<file path="src/rtl/pk_pkg.sv">
package pk_pkg;

   // Default geometry: 8-bit samples, three channels per pixel.
   localparam int unsigned PK_DEF_DW  = 8;
   localparam int unsigned PK_DEF_CHN = 3;

   // Placement of the earliest byte of a group inside the packed word.
   typedef enum logic {
      PK_FIRST_MSB = 1'b0,
      PK_FIRST_LSB = 1'b1
   } pk_order_e;

endpackage

</file>
<file path="src/rtl/pk_byte_shifter.sv">
// Free-running byte history: tap 0 is the byte sampled at the last edge,
// tap k the byte sampled k edges earlier.
module pk_byte_shifter #(
   parameter int unsigned DW  = 8,
   parameter int unsigned CHN = 3
) (
   input  logic              clk,
   input  logic              rst_n,
   input  logic [DW-1:0]     din,
   output logic [CHN*DW-1:0] taps
);

   genvar k;
   generate
      for (k = 0; k < CHN; k++) begin : g_stage
         logic [DW-1:0] src;
         if (k == 0) begin : g_head
            assign src = din;
         end else begin : g_body
            assign src = taps[(k-1)*DW +: DW];
         end
         always_ff @(posedge clk or negedge rst_n) begin
            if (!rst_n) taps[k*DW +: DW] <= '0;
            else        taps[k*DW +: DW] <= src;
         end
      end
   endgenerate

endmodule

</file>
<file path="src/rtl/pk_phase_ctr.sv">
// Channel position within the current group. Held at channel 0 whenever
// line-valid is low, so each line starts a fresh group.
module pk_phase_ctr #(
   parameter int unsigned CHN = 3
) (
   input  logic clk,
   input  logic rst_n,
   input  logic lv,
   output logic grp_done
);

   localparam int unsigned CW = (CHN > 1) ? $clog2(CHN) : 1;
   localparam logic [CW-1:0] LAST = CW'(CHN - 1);

   logic [CW-1:0] ph;

   always_ff @(posedge clk or negedge rst_n) begin
      if (!rst_n) begin
         ph       <= '0;
         grp_done <= 1'b0;
      end else if (lv) begin
         grp_done <= (ph == LAST);
         ph       <= (ph == LAST) ? '0 : ph + 1'b1;
      end else begin
         ph       <= '0;
         grp_done <= 1'b0;
      end
   end

endmodule

</file>
<file path="src/rtl/pk_word_latch.sv">
// Captures the byte history into the output word when a group completes.
module pk_word_latch #(
   parameter int unsigned      DW    = 8,
   parameter int unsigned      CHN   = 3,
   parameter pk_pkg::pk_order_e ORDER = pk_pkg::PK_FIRST_MSB
) (
   input  logic              clk,
   input  logic              rst_n,
   input  logic [CHN*DW-1:0] taps,
   input  logic              load,
   output logic [CHN*DW-1:0] word,
   output logic              wr
);

   logic [CHN*DW-1:0] arranged;

   genvar j;
   generate
      for (j = 0; j < CHN; j++) begin : g_field
         if (ORDER == pk_pkg::PK_FIRST_MSB) begin : g_msb
            // oldest tap (CHN-1) ends up in the top field
            assign arranged[j*DW +: DW] = taps[j*DW +: DW];
         end else begin : g_lsb
            assign arranged[j*DW +: DW] = taps[(CHN-1-j)*DW +: DW];
         end
      end
   endgenerate

   always_ff @(posedge clk or negedge rst_n) begin
      if (!rst_n) begin
         word <= '0;
         wr   <= 1'b0;
      end else begin
         wr <= load;
         if (load) word <= arranged;
      end
   end

endmodule

</file>
<file path="src/rtl/pk_delay_line.sv">
// Plain register pipeline of DEPTH stages.
module pk_delay_line #(
   parameter int unsigned W     = 1,
   parameter int unsigned DEPTH = 2
) (
   input  logic         clk,
   input  logic         rst_n,
   input  logic [W-1:0] d,
   output logic [W-1:0] q
);

   logic [W-1:0] pipe [DEPTH];

   genvar s;
   generate
      for (s = 0; s < DEPTH; s++) begin : g_pipe
         logic [W-1:0] nxt;
         if (s == 0) begin : g_first
            assign nxt = d;
         end else begin : g_next
            assign nxt = pipe[s-1];
         end
         always_ff @(posedge clk or negedge rst_n) begin
            if (!rst_n) pipe[s] <= '0;
            else        pipe[s] <= nxt;
         end
      end
   endgenerate

   assign q = pipe[DEPTH-1];

endmodule

</file>
<file path="src/rtl/rgb_byte_packer.sv">
module rgb_byte_packer #(
   parameter int unsigned       DW    = pk_pkg::PK_DEF_DW,
   parameter int unsigned       CHN   = pk_pkg::PK_DEF_CHN,
   parameter pk_pkg::pk_order_e ORDER = pk_pkg::PK_FIRST_MSB
) (
   input  logic              clk,
   input  logic              rst_n,
   input  logic [DW-1:0]     byte_in,
   input  logic              line_vld,
   input  logic              frame_sync,
   output logic [CHN*DW-1:0] word_out,
   output logic              word_wr,
   output logic              frame_sync_out
);

   localparam int unsigned WW       = CHN * DW;
   // one stage collects the group, one stage latches the word
   localparam int unsigned SYNC_LAG = 2;

   generate
      if (DW < 1) begin : g_bad_dw
         $error("rgb_byte_packer: DW must be at least 1");
      end
      if (CHN < 2) begin : g_bad_chn
         $error("rgb_byte_packer: CHN must be at least 2");
      end
   endgenerate

   logic [WW-1:0] taps;
   logic          grp_done;

   pk_byte_shifter #(.DW(DW), .CHN(CHN)) u_shift (
      .clk   (clk),
      .rst_n (rst_n),
      .din   (byte_in),
      .taps  (taps)
   );

   pk_phase_ctr #(.CHN(CHN)) u_phase (
      .clk      (clk),
      .rst_n    (rst_n),
      .lv       (line_vld),
      .grp_done (grp_done)
   );

   pk_word_latch #(.DW(DW), .CHN(CHN), .ORDER(ORDER)) u_latch (
      .clk   (clk),
      .rst_n (rst_n),
      .taps  (taps),
      .load  (grp_done),
      .word  (word_out),
      .wr    (word_wr)
   );

   pk_delay_line #(.W(1), .DEPTH(SYNC_LAG)) u_fsync (
      .clk   (clk),
      .rst_n (rst_n),
      .d     (frame_sync),
      .q     (frame_sync_out)
   );

endmodule

</file>
<file path="config.mk">
export PLATFORM = sky130hd
export DESIGN_NAME = rgb_byte_packer
export DESIGN_NICKNAME = d
export VERILOG_FILES = /design/src/rtl/pk_pkg.sv /design/src/rtl/pk_byte_shifter.sv /design/src/rtl/pk_phase_ctr.sv /design/src/rtl/pk_word_latch.sv /design/src/rtl/pk_delay_line.sv /design/src/rtl/rgb_byte_packer.sv
export SDC_FILE = /design/constraint.sdc
export NUM_CORES = 1
export LEC_CHECK = 0
export ABC_CLOCK_PERIOD_IN_PS = 1350
export BUFFER_PORTS_ARGS = -buffer_cell sky130_fd_sc_hd__buf_2
export CAP_MARGIN = 20
export CORE_MARGIN = 3
export CORE_UTILIZATION = 40
export DETAILED_ROUTE_END_ITERATION = 16
export GPL_TIMING_DRIVEN = 0
export HOLD_SLACK_MARGIN = 0.12
export SETUP_SLACK_MARGIN = 0.3
export SLEW_MARGIN = 40
export SYNTH_ARGS = -nofsm -noshare
export SYNTH_HDL_FRONTEND = slang
export SYNTH_HIERARCHICAL = 1
export SYNTH_SLANG_ARGS = --single-unit
</file>
<file path="constraint.sdc">
create_clock -name clk -period 1.35 [get_ports clk]
set_clock_uncertainty 0.05 [all_clocks]
set_input_delay 0.27 -clock clk [delete_from_list [all_inputs] [get_ports clk]]
set_output_delay 0.27 -clock clk [all_outputs]
set_load 0.01 [all_outputs]
</file>
==> results.toml <==
[floorplanning]
io_pins = 38
die-area_um2 = 5280
die_h_um = 72.7
die_x_um = 72.7
rows = 23
initial_core_util_pct = 42.9
core_area_um2 = 4140

[drt]
wl_per_cell_um = 13.9
first_pass_iters = 3
routed_via_density = 4.44
vias = 914
final_antenna_net_count = 0
drtIter0Drc = 42
drc = 0
drt-total-wl_um = 2860

[critical_path]
r2r_slack_ns = 0.18
cp.depth = 3
crit_path_start = "u_phase/grp_done$_DFF_PN0_"
worst-setup-path-type = "reg2reg"
arrival_ns = 1.31
worstPathCellList = "buf_6 -> clkbuf_16 -> mux2_4"
rr_startpoint = "u_phase/grp_done$_DFF_PN0_"
crit_family = "flip-flops"
crit_fanout = 7
worstPathRequired_ns = 1.49
endpoint = "u_latch/word[20]$_DFFE_PN0P_"
worstReg2RegEnd = "u_latch/word[20]$_DFFE_PN0P_"
cp_slowest_cell = "dfrtp_1"
slowest_delay_ns = 0.39
start_kind = "register"
cp-end-kind = "register"
critPathBufInv = 2
reg2regPathDepth = 3

[yosys]
ys.flop_type = "dfrtp_1"
synth_seq_cells = 54
yosysMostFrequentCell = "dfrtp_1"
synth_area_um2 = 1780
async_reset_ff_share_pct = 100
syn_area_per_cell_um2 = 21.2
synth_edf_count = 0
synth.distinct_cells = 7
ys_top_cells_by_count = "54 x dfrtp_1, 20 x mux2_4, 4 x mux2_2, 2 x and3b_1, 2 x buf_12"
ys_seq_area_share_pct = 76.0
synthTopCellsByArea = "dfrtp_1 76%, mux2_4 17%, mux2_2 2.5%"
synth_cells = 84
yosysTopAreaCell = "dfrtp_1"
synth_top_cell_area_share_pct = 76.0
syn_nets = 96
ys_warn_count = 6

[power_and_ir_drop]
p_leak_nw = 1.19
peakVddDrop_uv = 944
power_density_nw_per_um2 = 1670
power_mw = 4.02

[placed_design]
hpwl_um = 1630
gp_congestion = 0.646
dp.cells = 171
pre_cts_slack_ns = 0.208
place_area_um2 = 2030
port-buffer-count = 37

[global_routing]
grt_pass1_wl_um = 4500
grt_overflow = 0
antenna_found_initial = 0
grt.total_usage_pct = 11.6
grt_max_degree = 55
grt_pass1_vias = 978

[sta]
fin_ws_ns = 0.184
rsz0062_at_grt = "true"
finalMaxSlewViolations = 0
setup_viol = 0
hold_viol = 54
maxClockFrequency_mhz = 858
slew_headroom_pct = 57.0
worst_hold_slack_ns = -0.0591
finalCritPeriodShare_pct = 86.4
worstMarginPinSlew_ns = 0.645
fin_tns_setup_ns = 0
period_minus_slack_ns = 1.17

[clocking]
clockRootBuffer = "clkbuf_8"
cts_buffers = 5
clock_latency_ns = 0.30
cts_sinks = 54
cts_buffer_depth = 2
clkTransAtPathRegs_ns = 0.09
postCtsHoldBufs = 9
htree_levels = 2
cts_tree = "done"

[run_status]
outcome = "complete, but fails checks"
violations = "hold timing"

[final_layout]
num-fill-cells = 344
final_util_pct = 58.0
final_cell_area_um2 = 2400
seq_area_um2 = 1350
multiInputGateArea_um2 = 383
drive_gt1_share_pct = 57.7
stdcell_count = 206
antenna_cells = 0
nNetsFinal = 167
area_growth_pct = 35.2

[min_path]
holdCritPathClass = "in2async"

[flow_run]
maxCapViolations = 0
[state kept, by name, summed over array words and instances, names as in the netlist]
register	count
u_fsync/g_pipe.nxt	1
u_fsync/q	1
u_latch/word	24
u_latch/wr	1
u_phase/grp_done	1
u_phase/ph	2
u_shift/g_stage.src	16
u_shift/taps	8
[cell families after synthesis]
logic type	after synthesis	share of synthesized area, %
simple gates	3	1.69
buf+inv	3	2.89
flops	54	76.0
mux	24	19.4
[how the worst min path moves through the flow]
stage	start	to	slack (ns)	depth (start not counted)
finish	rst_n	u_latch/word[17]$_DFFE_PN0P_	-0.06	1
CTS	rst_n	u_latch/word[17]$_DFFE_PN0P_	-0.04	1
detailed placement	u_fsync/g_pipe[1].nxt$_DFF_PN0_	u_fsync/q$_DFF_PN0_	0.29	0
floorplan	rst_n	u_fsync/g_pipe[1].nxt$_DFF_PN0_	-0.08	0
global placement	u_fsync/g_pipe[1].nxt$_DFF_PN0_	u_fsync/q$_DFF_PN0_	0.29	0
global route	rst_n	u_shift/taps[20]$_DFF_PN0_	-0.02	1
[power breakdown]
part / total [mW] / internal, mW / switching (mW)
logic: 1.08 / 0.705 / 0.379
clock network: 0.889 / 0.414 / 0.475
registers: 2.05 / 1.90 / 0.145
[routing by layer]
layer / track usage, % / up-vias / routed length (um)
met1: 13.3 / 463 / 1260
met2: 18.6 / 27 / 1430
met4: 4.30 / 0 / 12
li1: - / 422 / -
met5: 0 / - / 0
met3: 5.79 / 2 / 166
[what timing repair did]
action,in CTS,in global routing
hold endpoints to repair,63,54
endpoints found under the setup margin,46,48
gates cloned,0,2
gates resized for setup,0,5
setup buffers,11,5
[layout by cell type, fill, tap and decap left out, types with 2 or more instances in the layout]
| master | netlist | final |
|---|---|---|
| dlygate4sd3_1 | 0 | 9 |
| dfrtp_1 | 54 | 54 |
| buf_12 | 2 | 2 |
| mux2_4 | 20 | 22 |
| buf_2 | 0 | 34 |
| mux2_2 | 4 | 2 |
| buf_4 | 0 | 16 |
| buf_6 | 1 | 4 |
| clkbuf_16 | 0 | 2 |
| and3b_1 | 2 | 2 |
| clkbuf_8 | 0 | 6 |
[layout make-up]
cell class / count / share of cell area (%)
flip-flops and latches: 54 / 56.2
repair buffers: 64 / 19.3
multi-input cells: 27 / 15.9
clock buffers: 7 / 3.59
well taps: 50 / 2.60
plain buffers: 3 / 2.13
clock inverters: 1 / 0.208
No activity file was read; power rests on OpenSTA's default activity.
